--- src/rtl/bitpart_pkg.sv ---
package bitpart_pkg;
  localparam int WORD_W = 8;
  localparam int HALF_W = WORD_W / 2;
  localparam int WIN_N  = WORD_W - HALF_W + 1;
  localparam int SEL_W  = $clog2(WIN_N);
  localparam int IDX_W  = $clog2(WORD_W);

  typedef logic [SEL_W-1:0] sel_t;

  typedef struct packed {
    logic                  load;
    logic                  maskOk;
    logic [HALF_W-1:0][SEL_W-1:0] selHi;
    logic [HALF_W-1:0][SEL_W-1:0] selLo;
  } strobe_t;
endpackage

--- src/rtl/bitpart_ctrl.sv ---
module bitpart_ctrl
  import bitpart_pkg::*;
(
  input  logic              clk,
  input  logic              rst,
  input  logic              inValid,
  input  logic [WORD_W-1:0] maskIn,
  output strobe_t           stb
);
  logic [HALF_W-1:0][IDX_W-1:0] hiPos;
  logic [HALF_W-1:0][IDX_W-1:0] loPos;
  int onesCnt;
  int zeroCnt;

  // Locate ranked ones scanning down and ranked zeros scanning up.
  always_comb begin
    onesCnt = 0;
    zeroCnt = 0;
    for (int k = 0; k < HALF_W; k++) begin
      hiPos[k] = IDX_W'(WORD_W - 1 - k);
      loPos[k] = IDX_W'(k);
    end
    for (int i = WORD_W - 1; i >= 0; i--) begin
      if (maskIn[i]) begin
        for (int k = 0; k < HALF_W; k++) begin
          if (onesCnt == k) hiPos[k] = IDX_W'(i);
        end
        onesCnt = onesCnt + 1;
      end
    end
    for (int i = 0; i < WORD_W; i++) begin
      if (!maskIn[i]) begin
        for (int k = 0; k < HALF_W; k++) begin
          if (zeroCnt == k) loPos[k] = IDX_W'(i);
        end
        zeroCnt = zeroCnt + 1;
      end
    end
  end

  always_comb begin
    stb.load   = inValid;
    stb.maskOk = (onesCnt == HALF_W);
    for (int k = 0; k < HALF_W; k++) begin
      if (stb.maskOk) begin
        stb.selHi[k] = SEL_W'(WORD_W - 1 - k - int'(hiPos[k]));
        stb.selLo[k] = SEL_W'(int'(loPos[k]) - k);
      end else begin
        stb.selHi[k] = '0;
        stb.selLo[k] = '0;
      end
    end
  end

  generate
    for (genvar g = 0; g < HALF_W; g++) begin : gChk
      AST_HI_SEL_WINDOW: assert property (@(posedge clk) disable iff (rst)
        stb.maskOk |-> (int'(stb.selHi[g]) < WIN_N));
      AST_LO_SEL_WINDOW: assert property (@(posedge clk) disable iff (rst)
        stb.maskOk |-> (int'(stb.selLo[g]) < WIN_N));
      AST_HI_PICKS_ONE: assert property (@(posedge clk) disable iff (rst)
        stb.maskOk |-> maskIn[WORD_W - 1 - g - int'(stb.selHi[g])]);
      AST_LO_PICKS_ZERO: assert property (@(posedge clk) disable iff (rst)
        stb.maskOk |-> !maskIn[g + int'(stb.selLo[g])]);
    end
  endgenerate
endmodule

--- src/rtl/bitpart_dp.sv ---
module bitpart_dp
  import bitpart_pkg::*;
(
  input  logic              clk,
  input  logic              rst,
  input  strobe_t           stb,
  input  logic [WORD_W-1:0] dataIn,
  output logic [WORD_W-1:0] resWord,
  output logic              resValid,
  output logic              maskErr
);
  logic [WORD_W-1:0] packedWord;

  generate
    for (genvar k = 0; k < HALF_W; k++) begin : gMux
      logic hiBit;
      logic loBit;
      always_comb begin
        hiBit = 1'b0;
        loBit = 1'b0;
        for (int j = 0; j < WIN_N; j++) begin
          if (stb.selHi[k] == SEL_W'(j)) hiBit = dataIn[WORD_W - 1 - k - j];
          if (stb.selLo[k] == SEL_W'(j)) loBit = dataIn[k + j];
        end
      end
      assign packedWord[WORD_W - 1 - k] = hiBit;
      assign packedWord[k]              = loBit;
    end
  endgenerate

  always_ff @(posedge clk) begin
    if (rst) begin
      resWord  <= '0;
      resValid <= 1'b0;
      maskErr  <= 1'b0;
    end else begin
      resValid <= stb.load;
      if (stb.load) begin
        resWord <= stb.maskOk ? packedWord : '0;
        maskErr <= !stb.maskOk;
      end
    end
  end

  AST_LOAD_TO_VALID: assert property (@(posedge clk) disable iff (rst)
    stb.load |=> resValid);
  AST_IDLE_NO_VALID: assert property (@(posedge clk) disable iff (rst)
    !stb.load |=> !resValid);
  AST_ERR_ZERO_WORD: assert property (@(posedge clk) disable iff (rst)
    (resValid && maskErr) |-> (resWord == '0));
  AST_IDLE_HOLDS: assert property (@(posedge clk) disable iff (rst)
    !stb.load |=> ($stable(resWord) && $stable(maskErr)));
  AST_ONES_KEPT: assert property (@(posedge clk) disable iff (rst)
    (stb.load && stb.maskOk) |=> ($countones(resWord) == $countones($past(dataIn))));
endmodule

--- src/rtl/bitpart_top.sv ---
module bitpart_top
  import bitpart_pkg::*;
(
  input  logic              clk,
  input  logic              rst,
  input  logic              inValid,
  input  logic [WORD_W-1:0] dataIn,
  input  logic [WORD_W-1:0] maskIn,
  output logic [WORD_W-1:0] resWord,
  output logic              resValid,
  output logic              maskErr
);
  strobe_t stb;

  bitpart_ctrl uCtrl (
    .clk     (clk),
    .rst     (rst),
    .inValid (inValid),
    .maskIn  (maskIn),
    .stb     (stb)
  );

  bitpart_dp uDp (
    .clk      (clk),
    .rst      (rst),
    .stb      (stb),
    .dataIn   (dataIn),
    .resWord  (resWord),
    .resValid (resValid),
    .maskErr  (maskErr)
  );
endmodule

--- config.mk ---
export PLATFORM = sky130hd
export DESIGN_NAME = bitpart_top
export DESIGN_NICKNAME = d
export VERILOG_FILES = /design/src/rtl/bitpart_pkg.sv /design/src/rtl/bitpart_ctrl.sv /design/src/rtl/bitpart_dp.sv /design/src/rtl/bitpart_top.sv
export SDC_FILE = /design/constraint.sdc
export NUM_CORES = 1
export LEC_CHECK = 0
export ABC_CLOCK_PERIOD_IN_PS = 16400
export CORE_ASPECT_RATIO = 1.4
export CORE_MARGIN = 5
export CORE_UTILIZATION = 29
export CTS_BUF_LIST = sky130_fd_sc_hd__clkbuf_2
export CTS_CLUSTER_DIAMETER = 30
export DETAILED_ROUTE_END_ITERATION = 10
export GPL_ROUTABILITY_DRIVEN = 0
export HOLD_SLACK_MARGIN = 0.03
export PLACE_DENSITY = 0.45
export SYNTH_ARGS = -nofsm -noshare
export SYNTH_HDL_FRONTEND = slang
export SYNTH_SLANG_ARGS = --single-unit
export TNS_END_PERCENT = 20
--- constraint.sdc ---
create_clock -name clk -period 16.4 [get_ports clk]
set_clock_uncertainty 0.05 [all_clocks]
set_input_delay 1.64 -clock clk [delete_from_list [all_inputs] [get_ports clk]]
set_output_delay 1.64 -clock clk [all_outputs]
set_load 0.02 [all_outputs]
==> qor.txt, run 1 <==
Post-detailed-route wirelength per cell -> 15.9 um
Clock network power share -> 0.051
Worst slew margin -> 0.336
Vias in the first global route -> 2,685
Maximum number of pins on one net before global-route repair -> 25
Final critical-path setup slack -> 8.84 ns
Final Util -> 0.341
Required time worst endpoint -> 16.50 ns
Clock buffer depth -> 2
Number of gates resized after cts -> 0
Share of power burned in combinational logic -> 0.843
Power spent charging and discharging nets -> 0.128 mW
Reg2reg end -> uDp.resWord[6]
Static Leakage -> 1.40 nW
Vias per inst -> 5.12
Site Rows -> 42
Sw Ratio -> 0.512
Worst hold path type -> reg2reg
Mean instance size in the synthesized netlist -> 7.88 um^2
Top-count cell post-synth -> sky130_fd_sc_hd__ha_1
WHS Endpoint -> uDp.resWord[3]
Wire length of the first global-routing pass -> 13,300 um
Effective utilization at floorplan -> 0.298
CP Max Fanout -> 9
Count of flip-flops with a built-in enable after synthesis -> 0
Area grow syn2layout -> 14.3%
Power share of the sequential group -> 0.106
Result of the run -> completed
Min-delay src -> uDp.resWord[3]
Die X-Extent -> 93.8 um
DRC violations left -> 0
Routed wire length -> 8200 um
Data arrival time of the critical path -> 7.65 ns
Gate count after technology mapping -> 362
Number of buffer cells added on primary ports -> 28
Layout cell share with drive strength beyond 1 -> 0.102
Synth area leader -> sky130_fd_sc_hd__ha_1
Area of the die -> 12,000 um^2
DR pass1 iterations -> 4
Syn Std Cell Area -> 2850 um^2
Post-route antenna net violation count -> 0
Peak supply drop -> 0.0000241 V
Post-CTS setup buffer count -> 0
Total number of vias -> 2,644
Sequential share of the synthesized area -> 0.0701
Number of distinct library cell variants in the gate-level netlist after synthesis -> 78
Number of levels in the clock H-tree -> 1
Final worst-path cycle share -> 0.461
Ranking of synthesized cells by instance count -> 45 x sky130_fd_sc_hd__ha_1, 31 x sky130_fd_sc_hd__nor2_1, 30 x sky130_fd_sc_hd__inv_1, 30 x sky130_fd_sc_hd__nand2_1, 21 x sky130_fd_sc_hd__a21oi_1
Tot GR Track Use -> 0.139
Register clock-pin slew on the reported worst setup and hold paths -> 0.10 ns
Total Negative Setup Slacks -> 0 ns
Total number of yosys warnings -> 0
Cell Pwr Density -> 76.6 nW/um^2
Min Clock Period, post-route -> 7.56 ns
Async set or reset register ratio after synthesis -> 0
Detailed Place HPWL -> 6770 um
Number of failing hold endpoints at the final stage -> 0
Total I/O pin count -> 29
Hold WS -> 0.413 ns
CTS hold repair buffers -> 0
Post-synthesis register bit count -> 10
Kind of start point of the critical path -> input pin
GR Overflow Total -> 0
Number of buffers created by CTS -> 3
Area share of the largest cell type after synthesis -> 0.197
Cell types occupying the most area after synthesis -> sky130_fd_sc_hd__ha_1 20%, sky130_fd_sc_hd__dfxtp_1 7.0%, sky130_fd_sc_hd__nor2_1 4.1%
Area of the core region -> 9560 um^2
Later-pin clock latency in the skew report -> 0.25 ns
FF-to-FF Start -> uDp.resWord[6]
Final antenna diode count -> 0
Number of endpoints failing setup at the final stage -> 0
Clock sink total -> 10
Element type at the critical path end -> flip-flop
Mapped Nets -> 426
Cell chosen for the clock root -> sky130_fd_sc_hd__clkbuf_2
Initial antenna violation count -> 0
Type of the worst setup path -> in2reg
Internal power contribution -> 0.122 mW
R2R cell count -> 2
Peak Freq -> 132 MHz
Transition time of the tightest slew-check pin -> 0.993 ns
Primary flip-flop cell chosen by synthesis mapping -> sky130_fd_sc_hd__dfxtp_1
CTS tree -> yes
Nets -> 450
Final count of pins violating max slew -> 0
Cell count of the worst hold path -> 2
Detailed router's first-iteration violation count -> 106
Unrepaired setup endpoints after global routing -> no
Number of violations of the max-capacitance limit -> 0
Register-to-Register Setup Slack -> 15.62 ns
Post-placement worst setup slack -> 8.54 ns
Die height -> 127 um
[registers in the layout, indices dropped and copies added (netlist names)]
signal / count
uDp.resValid: 1
uDp.maskErr: 1
uDp.resWord: 8
[layout make-up]
type                       instances  area, um^2
multi-input combinational        310        2470
sequential                        10         200
fill                            1045        6300
tap                              132         165
clock buffer                       3        15.0
timing repair buffer              30         295
inverter                          31         116
[stage by stage]
stage          power, mW  cells  cell area (um^2)
2_1_floorplan      0.191    362              2850
3_3_place_gp       0.239    513              3250
3_5_place_dp       0.239    513              3250
4_1_cts            0.254    516              3260
5_1_grt            0.281    516              3260
6_report           0.250    516              3260
[routing by layer]
metal / vias to the layer above / global-route usage / routed length [um]
met5: - / 0 / 0
met4: 0 / 0.0323 / 191
met3: 12 / 0.0153 / 139
met2: 36 / 0.271 / 4590
met1: 1252 / 0.158 / 3270
li1: 1344 / - / -
[cells in the final DEF (no fill, tap or decap), types with 3 or more instances in the layout]
cell,n
sky130_fd_sc_hd__xor2_1,5
sky130_fd_sc_hd__mux2_2,5
sky130_fd_sc_hd__inv_1,30
sky130_fd_sc_hd__a211o_1,3
sky130_fd_sc_hd__dfxtp_1,10
sky130_fd_sc_hd__o21ai_0,11
sky130_fd_sc_hd__nor3b_1,3
sky130_fd_sc_hd__o22ai_1,3
sky130_fd_sc_hd__mux2i_1,11
sky130_fd_sc_hd__nand2b_1,7
sky130_fd_sc_hd__and3b_1,4
sky130_fd_sc_hd__a221oi_1,3
sky130_fd_sc_hd__clkdlybuf4s50_1,28
sky130_fd_sc_hd__a32oi_1,3
sky130_fd_sc_hd__nand3_1,10
sky130_fd_sc_hd__clkbuf_2,3
sky130_fd_sc_hd__a31oi_1,8
sky130_fd_sc_hd__nor2_1,31
sky130_fd_sc_hd__xnor2_1,11
sky130_fd_sc_hd__and3_1,6
sky130_fd_sc_hd__nor2b_1,7
sky130_fd_sc_hd__a21oi_1,21
sky130_fd_sc_hd__o31ai_1,3
sky130_fd_sc_hd__and2_1,5
sky130_fd_sc_hd__ha_1,45
sky130_fd_sc_hd__nand2_1,30
sky130_fd_sc_hd__nor3_1,14
[power by group through the flow]
stage | registers, mW | clock network [mW] | logic (mW)
after floorplan | 0.0288 | 0 | 0.162
after global placement | 0.0270 | 0 | 0.212
after CTS | 0.0265 | 0.0137 | 0.214
after global routing | 0.0267 | 0.0152 | 0.239
after detailed placement | 0.0270 | 0 | 0.212
final | 0.0264 | 0.0128 | 0.211
[worst max-delay path: stages]
cell and delay (ns):
sky130_fd_sc_hd__clkdlybuf4s50_1 0.73, sky130_fd_sc_hd__inv_1 0.23, sky130_fd_sc_hd__ha_1 0.43, sky130_fd_sc_hd__xnor2_2 0.33
sky130_fd_sc_hd__ha_1 0.29, sky130_fd_sc_hd__nand2b_1 0.13, sky130_fd_sc_hd__o31ai_4 0.12, sky130_fd_sc_hd__ha_1 0.32
sky130_fd_sc_hd__mux2i_1 0.34, sky130_fd_sc_hd__inv_1 0.12, sky130_fd_sc_hd__ha_1 0.29, sky130_fd_sc_hd__nor2_1 0.04
sky130_fd_sc_hd__a21oi_1 0.34, sky130_fd_sc_hd__ha_1 0.21, sky130_fd_sc_hd__nor2b_1 0.22, sky130_fd_sc_hd__xor2_1 0.11
sky130_fd_sc_hd__or4_1 0.50, sky130_fd_sc_hd__nand2b_4 0.17, sky130_fd_sc_hd__a21boi_4 0.16, sky130_fd_sc_hd__ha_1 0.34
sky130_fd_sc_hd__or3b_1 0.35, sky130_fd_sc_hd__mux2i_1 0.15, sky130_fd_sc_hd__o31ai_1 0.08
[worst max-delay path by stage]
| stage | start | end | slack, ns | cells after the start |
|---|---|---|---|---|
| floorplan | maskIn[0] | uDp.resWord[1] | 10.09 | 22 |
| global route | maskIn[1] | uDp.resWord[3] | 8.31 | 24 |
| global placement | maskIn[1] | uDp.resWord[1] | 8.54 | 23 |
| CTS | maskIn[1] | uDp.resWord[1] | 8.80 | 23 |
| detailed placement | maskIn[1] | uDp.resWord[1] | 8.54 | 23 |
| finish | maskIn[1] | uDp.resWord[1] | 8.84 | 23 |
[logic make-up (layout without fill, tap and decap cells)]
family / after synthesis / after routing / synth area share
compound gates: 86 / 86 / 0.231
buf+inv: 42 / 64 / 0.0640
mux: 18 / 18 / 0.0741
xor+xnor: 23 / 23 / 0.103
flops: 10 / 10 / 0.0701
fa+ha+maj: 46 / 46 / 0.201
simple gates: 137 / 137 / 0.257
No activity file was read; power rests on OpenSTA's default activity.
==> run 2, diff against run 1 <==
--- a/config.mk
+++ b/config.mk
@@ -5,7 +5,7 @@
 export SDC_FILE = /design/constraint.sdc
 export NUM_CORES = 1
 export LEC_CHECK = 0
-export ABC_CLOCK_PERIOD_IN_PS = 16400
+export ABC_CLOCK_PERIOD_IN_PS = 6700
 export CORE_ASPECT_RATIO = 1.4
 export CORE_MARGIN = 5
 export CORE_UTILIZATION = 29
@@ -14,7 +14,7 @@
 export DETAILED_ROUTE_END_ITERATION = 10
 export GPL_ROUTABILITY_DRIVEN = 0
 export HOLD_SLACK_MARGIN = 0.03
-export PLACE_DENSITY = 0.45
+export PLACE_DENSITY = 0.47
 export SYNTH_ARGS = -nofsm -noshare
 export SYNTH_HDL_FRONTEND = slang
 export SYNTH_SLANG_ARGS = --single-unit
==> constraint.sdc (replaced) <==
create_clock -name clk -period 6.7 [get_ports clk]
set_clock_uncertainty 0.05 [all_clocks]
set_input_delay 0.67 -clock clk [delete_from_list [all_inputs] [get_ports clk]]
set_output_delay 0.67 -clock clk [all_outputs]
set_load 0.02 [all_outputs]
==> run 2 against run 1 <==
Net effect: sequential cell count stayed put; die area unchanged; critical path depth is 1 higher; sequential power up 150%; non-clock buffer count is 8 higher; routed wire length shrank 1.5%; largest cell class unchanged.
==> qor.txt, run 2 (synthesis results as in run 1) <==
Reg2reg end -> uDp.resWord[6]
Min Clock Period, post-route -> 6.10 ns
Number of failing hold endpoints at the final stage -> 0 (unchanged)
Registers with the highest flip-flop counts -> uDp.resWord (8), uDp.maskErr (1), uDp.resValid (1)
Hold WS -> 0.426 ns (+0.0130 ns)
GR Overflow Total -> 0 (unchanged)
Register with the most flip-flops -> uDp.resWord
Detailed Place HPWL -> 6630 um (-2.0%)
DRC violations left -> 0 (unchanged)
Number of levels in the clock H-tree -> 1 (unchanged)
Result of the run -> completed
Element type at the critical path end -> flip-flop
Min-delay src -> uDp.resWord[3]
Static Leakage -> 1.44 nW (+2.8%)
WHS Endpoint -> uDp.resWord[3]
Register clock-pin slew on the reported worst setup and hold paths -> 0.11 ns (about the same)
Flip-flop count of the largest register after layout -> 8 (unchanged)
Clock buffer depth -> 2 (unchanged)
Die X-Extent -> 93.8 um (unchanged)
Later-pin clock latency in the skew report -> 0.25 ns (about the same)
Maximum number of pins on one net before global-route repair -> 20 (-20%)
CP Max Fanout -> 13 (+4)
Final critical-path setup slack -> 0.603 ns (-8.24 ns)
Final cell count without fillers -> 525 (+1.7%)
DR pass1 iterations -> 4 (unchanged)
Worst path top cell family by delay -> adder cells
Delay of the slowest critical-path stage -> 0.60 ns (-0.13 ns)
Cell Chain, Critical Path -> clkdlybuf4s50_1 > inv_1 > ha_1 > and3b_1 > o21ai_0 > and3_1 > ha_1 > nand2b_1 > o21ai_0 > ha_1 > nand2_1 > o21ai_0 > ha_1 > mux2_2 > o31ai_4 > ha_1 > o311ai_0 > o31ai_1 > a21bo_2 > ha_1 > mux4_2 > mux2_2 > a22oi_2 > nor2_1
Cell Pwr Density -> 187 nW/um^2 (+140%)
Cell chosen for the clock root -> sky130_fd_sc_hd__clkbuf_2
Data arrival time of the critical path -> 6.18 ns (-1.47 ns)
Layout cell share with drive strength beyond 1 -> 0.120 (+0.0180)
Final count of pins violating max slew -> 0 (unchanged)
CTS tree -> yes
Number of inserted filler cells in the final layout -> 1,045 (unchanged)
Critical path buffers and inverters -> 2 (-1)
Unrepaired setup endpoints after global routing -> no
Tot GR Track Use -> 0.137 (-0.00274)
Overall power of the completed layout -> 0.624 mW (+150%)
Slowest stage cell, crit path -> sky130_fd_sc_hd__ha_1
Peak supply drop -> 0.0000549 V (+130%)
Transition time of the tightest slew-check pin -> 0.677 ns (-0.316 ns)
Post-placement worst setup slack -> 0.343 ns (-8.20 ns)
CTS hold repair buffers -> 0 (unchanged)
Die height -> 127 um (unchanged)
Post-detailed-route wirelength per cell -> 15.4 um (-3.2%)
Area of the core region -> 9560 um^2 (unchanged)
Number of buffer cells added on primary ports -> 28 (unchanged)
Initial antenna violation count -> 0 (unchanged)
Wire length of the first global-routing pass -> 13,400 um (+0.41%)
Clock sink total -> 10 (unchanged)
Number of violations of the max-capacitance limit -> 0 (unchanged)
Leading cell type in the layout, fill and taps excluded -> sky130_fd_sc_hd__ha_1
Total Negative Setup Slacks -> 0 ns (unchanged)
Worst hold path type -> reg2reg
Type of the worst setup path -> in2reg
Vias in the first global route -> 2,619 (-2.5%)
Total number of vias -> 2,680 (+1.4%)
Site Rows -> 42 (unchanged)
Post-route antenna net violation count -> 0 (unchanged)
Required time worst endpoint -> 6.78 ns (-9.72 ns)
Peak Freq -> 164 MHz
Area of the die -> 12,000 um^2 (unchanged)
Post-CTS setup buffer count -> 0 (unchanged)
Routed wire length -> 8070 um (-1.5%)
Cell count of the worst hold path -> 2 (unchanged)
Final worst-path cycle share -> 0.910
Area grow syn2layout -> 16.6%
Total I/O pin count -> 29 (unchanged)
Crit-path most repeated cell -> sky130_fd_sc_hd__ha_1
Number of buffers created by CTS -> 3 (unchanged)
Nets -> 458 (+1.8%)
Vias per inst -> 5.10 (-0.38%)
Effective utilization at floorplan -> 0.298 (unchanged)
Detailed router's first-iteration violation count -> 160 (+51%)
Worst slew margin -> 0.547 (+0.211)
Kind of start point of the critical path -> input pin
Number of placed instances with taps included -> 521 (+1.6%)
Number of endpoints failing setup at the final stage -> 0 (unchanged)
Number of gates resized after cts -> 0 (unchanged)
Register-to-Register Setup Slack -> 5.93 ns (-9.69 ns)
Commonest cells after routing, fill and taps aside -> 45 x sky130_fd_sc_hd__ha_1, 31 x sky130_fd_sc_hd__nor2_1, 30 x sky130_fd_sc_hd__inv_1, 30 x sky130_fd_sc_hd__nand2_1, 28 x sky130_fd_sc_hd__clkdlybuf4s50_1
R2R cell count -> 2 (unchanged)
Final antenna diode count -> 0 (unchanged)
FF-to-FF Start -> uDp.resWord[6]
## run 2: layer usage
| layer | share of wire | track usage | vias to the layer above | wire length [um] |
|---|---|---|---|---|
| met1 | 0.46 | 0.176 | 1266 | 3700 |
| met4 | 0.010 | 0.0162 | 0 | 83 |
| met2 | 0.51 | 0.251 | 43 | 4100 |
| met5 | 0 | 0 | - | 0 |
| li1 | - | - | 1363 | - |
| met3 | 0.023 | 0.0124 | 8 | 186 |
## run 2: area by class of cell
cell class	instances	area [um^2]	area share
flip-flops and latches	10	200	0.0602
repair buffers	38	355	0.107
multi-input cells	310	2470	0.743
well taps	132	165	0.0496
clock buffers	3	15.0	0.00451
inverters	31	116	0.0350
clock inverters	1	3.75	0.00113
## run 2: worst max path at each step
stage                                 to      start  cells after the start  slack [ns]
after floorplan           uDp.resWord[1]  maskIn[0]                     22        1.36
after global placement    uDp.resWord[1]  maskIn[1]                     24        0.45
after detailed placement  uDp.resWord[4]  maskIn[7]                     24        0.34
after CTS                 uDp.resWord[4]  maskIn[7]                     24        0.62
after global routing      uDp.resWord[6]  maskIn[7]                     26        0.17
final                     uDp.resWord[4]  maskIn[7]                     24        0.60
## run 2: metrics by stage
step / area (um^2) / utilization
after global routing: 3330 / 0.348
after CTS: 3330 / 0.348
after floorplan: 2850 / -
final: 3330 / 0.348
after detailed placement: 3310 / 0.346
after global placement: 3310 / 0.346
## run 2: tightest hold or removal path, stage by stage (launching register included)
cell                      delay (ns)
sky130_fd_sc_hd__dfxtp_1        0.33
sky130_fd_sc_hd__nand2_1        0.06
sky130_fd_sc_hd__o31ai_1        0.06
## run 2: power breakdown
| group | internal [mW] | switching, mW | leakage (nW) | total, mW |
|---|---|---|---|---|
| Combinational | 0.231 | 0.294 | 1.35 | 0.525 |
| Clock | 0.0130 | 0.0213 | 0.0140 | 0.0343 |
| Sequential | 0.0630 | 0.00169 | 0.0812 | 0.0647 |
==> run 3, diff against run 2 <==
--- a/config.mk
+++ b/config.mk
@@ -8,13 +8,14 @@
 export ABC_CLOCK_PERIOD_IN_PS = 6700
 export CORE_ASPECT_RATIO = 1.4
 export CORE_MARGIN = 5
-export CORE_UTILIZATION = 29
+export CORE_UTILIZATION = 54
 export CTS_BUF_LIST = sky130_fd_sc_hd__clkbuf_2
 export CTS_CLUSTER_DIAMETER = 30
 export DETAILED_ROUTE_END_ITERATION = 10
 export GPL_ROUTABILITY_DRIVEN = 0
 export HOLD_SLACK_MARGIN = 0.03
-export PLACE_DENSITY = 0.47
+export PLACE_DENSITY = 0.78
+export SLEW_MARGIN = 30
 export SYNTH_ARGS = -nofsm -noshare
 export SYNTH_HDL_FRONTEND = slang
 export SYNTH_SLANG_ARGS = --single-unit
==> run 3 against run 2 <==
Net effect: final cell count is 13% lower; setup slack worse by 0.13 ns; maximum frequency is 2.1% lower; register-to-register slack better by 0.04 ns; critical path type unchanged; first-iteration DRC count is 38% lower; sequential power hardly changed; utilization is 28 points higher; sequential share of layout area is 0.19 points higher; total power is 2.0% lower; combinational power is 2% lower; cell area is 3.0% lower; hold slack worse by 0.010 ns.
==> qor.txt, run 3 (synthesis results as in run 1) <==
Worst hold path type -> reg2reg
Nets -> 456 (-0.44%)
Final worst-path cycle share -> 0.930 (+0.0198)
Detailed router's first-iteration violation count -> 100 (-38%)
Kind of start point of the critical path -> input pin
Number of levels in the clock H-tree -> 1 (unchanged)
Leading cell type in the layout, fill and taps excluded -> sky130_fd_sc_hd__ha_1
Internal power contribution -> 0.301 mW (-1.9%)
Post-CTS setup buffer count -> 0 (unchanged)
Maximum number of pins on one net before global-route repair -> 21 (+5.0%)
Post-detailed-route wirelength per cell -> 15.8 um (+2.9%)
Effective utilization at floorplan -> 0.553 (+0.255)
Power share of the sequential group -> 0.106 (+0.002)
Register clock-pin slew on the reported worst setup and hold paths -> 0.09 ns (-0.02 ns)
Clock buffer depth -> 2 (unchanged)
Min Clock Period, post-route -> 6.23 ns (+0.132 ns)
Post-placement worst setup slack -> 0.223 ns (-0.120 ns)
CTS tree -> yes
Tot GR Track Use -> 0.214 (+0.0773)
Later-pin clock latency in the skew report -> 0.24 ns (about the same)
Sw Ratio -> 0.508 (about the same)
Result of the run -> completed
Routed wire length -> 7210 um (-11%)
Site Rows -> 31 (-26%)
Area grow syn2layout -> 13.0%
Detailed Place HPWL -> 5980 um (-9.8%)
Vias in the first global route -> 2,690 (+2.7%)
Peak Freq -> 161 MHz (-2.1%)
Final antenna diode count -> 0 (unchanged)
Power spent charging and discharging nets -> 0.310 mW (-2.1%)
Number of gates resized after cts -> 0 (unchanged)
Vias per inst -> 6.04 (+18%)
Number of inserted filler cells in the final layout -> 480 (-54%)
Overall power of the completed layout -> 0.611 mW (-2.0%)
CTS hold repair buffers -> 0 (unchanged)
Clock sink total -> 10 (unchanged)
Post-route antenna net violation count -> 0 (unchanged)
Static Leakage -> 1.43 nW (-0.77%)
Commonest cells after routing, fill and taps aside -> 45 x sky130_fd_sc_hd__ha_1, 31 x sky130_fd_sc_hd__nor2_1, 30 x sky130_fd_sc_hd__inv_1, 30 x sky130_fd_sc_hd__nand2_1, 28 x sky130_fd_sc_hd__clkdlybuf4s50_1
Registers with the highest flip-flop counts -> uDp.resWord (8), uDp.maskErr (1), uDp.resValid (1)
Layout cell share with drive strength beyond 1 -> 0.115 (-0.00421)
Element type at the critical path end -> flip-flop
Peak supply drop -> 0.000125 V (+130%)
Area of the core region -> 5160 um^2 (-46%)
Worst slew margin -> 0.539 (-0.00799)
Number of violations of the max-capacitance limit -> 0 (unchanged)
Total Negative Setup Slacks -> 0 ns (unchanged)
Die height -> 96.0 um (-25%)
Clock network power share -> 0.050 (-0.005)
Type of the worst setup path -> in2reg
Transition time of the tightest slew-check pin -> 0.682 ns (+0.00519 ns)
Share of power burned in combinational logic -> 0.844 (+0.003)
Number of buffers created by CTS -> 3 (unchanged)
Number of buffer cells added on primary ports -> 28 (unchanged)
Flip-flop count of the largest register after layout -> 8 (unchanged)
Final critical-path setup slack -> 0.471 ns (-0.132 ns)
Final count of pins violating max slew -> 0 (unchanged)
Cell chosen for the clock root -> sky130_fd_sc_hd__clkbuf_2
Required time worst endpoint -> 6.78 ns (about the same)
CP Max Fanout -> 13 (unchanged)
Total number of vias -> 2,754 (+2.8%)
Unrepaired setup endpoints after global routing -> no
Area of the die -> 6860 um^2 (-43%)
DRC violations left -> 0 (unchanged)
GR Overflow Total -> 0 (unchanged)
Wire length of the first global-routing pass -> 12,000 um (-9.9%)
Number of endpoints failing setup at the final stage -> 0 (unchanged)
Die X-Extent -> 71.4 um (-24%)
Number of failing hold endpoints at the final stage -> 0 (unchanged)
Cell Pwr Density -> 189 nW/um^2 (+1.1%)
Data arrival time of the critical path -> 6.31 ns (+0.13 ns)
DR pass1 iterations -> 4 (unchanged)
Hold WS -> 0.416 ns (-0.0102 ns)
Total I/O pin count -> 29 (unchanged)
Register with the most flip-flops -> uDp.resWord
Initial antenna violation count -> 0 (unchanged)
## run 3: cell types whose count changed in the layout (fill, tap and decap cells not counted)
cell                       before  now
sky130_fd_sc_hd__buf_4         10    8
sky130_fd_sc_hd__clkinv_1       1    0
## run 3: worst max-delay path, stage by stage
cell                              delay (ns)
sky130_fd_sc_hd__clkdlybuf4s50_1        0.54
sky130_fd_sc_hd__inv_1                  0.10
sky130_fd_sc_hd__ha_1                   0.59
sky130_fd_sc_hd__and3b_1                0.21
sky130_fd_sc_hd__o21ai_0                0.07
sky130_fd_sc_hd__and3_1                 0.25
sky130_fd_sc_hd__ha_1                   0.32
sky130_fd_sc_hd__nand2b_1               0.19
sky130_fd_sc_hd__o21ai_0                0.17
sky130_fd_sc_hd__ha_1                   0.30
sky130_fd_sc_hd__nand2_1                0.10
sky130_fd_sc_hd__o21ai_0                0.17
sky130_fd_sc_hd__ha_1                   0.33
sky130_fd_sc_hd__mux2_2                 0.29
sky130_fd_sc_hd__o31ai_4                0.09
sky130_fd_sc_hd__ha_1                   0.23
sky130_fd_sc_hd__o311ai_0               0.18
sky130_fd_sc_hd__o31ai_1                0.34
sky130_fd_sc_hd__a21bo_2                0.19
sky130_fd_sc_hd__ha_1                   0.23
sky130_fd_sc_hd__mux4_2                 0.28
sky130_fd_sc_hd__mux2_2                 0.28
sky130_fd_sc_hd__a22oi_2                0.14
sky130_fd_sc_hd__nor2_1                 0.05
## run 3: path summary, 6_finish.rpt
| path | start | endpoint | slack [ns] | cells after the start |
|---|---|---|---|---|
| setup reg to reg | uDp.resWord[6] | uDp.resWord[6] | 5.97 | 2 |
| hold reg to reg | uDp.resWord[1] | uDp.resWord[1] | 0.42 | 2 |
| setup / recovery | maskIn[7] | uDp.resWord[4] | 0.47 | 24 |
| hold / removal | uDp.resWord[1] | uDp.resWord[1] | 0.42 | 2 |
## run 3: area by class of cell
cell class	count	area (um^2)	share of cell area
multi-input cells	310	2470	0.766
inverters	31	116	0.0361
clock buffers	3	15.0	0.00465
flip-flops and latches	10	200	0.0621
repair buffers	36	340	0.106
well taps	66	82.6	0.0256
## run 3: power by group through the flow
stage	Combinational [mW]	Sequential, mW	Clock (mW)
final	0.516	0.0647	0.0306
after global routing	0.573	0.0651	0.0368
after CTS	0.515	0.0647	0.0324
after detailed placement	0.511	0.0661	0
after global placement	0.497	0.0659	0
after floorplan	0.396	0.0704	0
## run 3: metal layers
metal / routed length (um) / global-route usage / vias up
li1: - / - / 1359
met1: 2900 / 0.233 / 1299
met2: 3760 / 0.406 / 72
met3: 201 / 0.0251 / 24
met4: 356 / 0.100 / 0
met5: 0 / 0 / -
## run 3: through the flow
stage                     area [um^2]  cells   util
after floorplan                  2850    362      -
after global placement           3210    453  0.622
after detailed placement         3210    453  0.622
after CTS                        3230    456  0.625
after global routing             3230    456  0.625
final                            3230    456  0.625
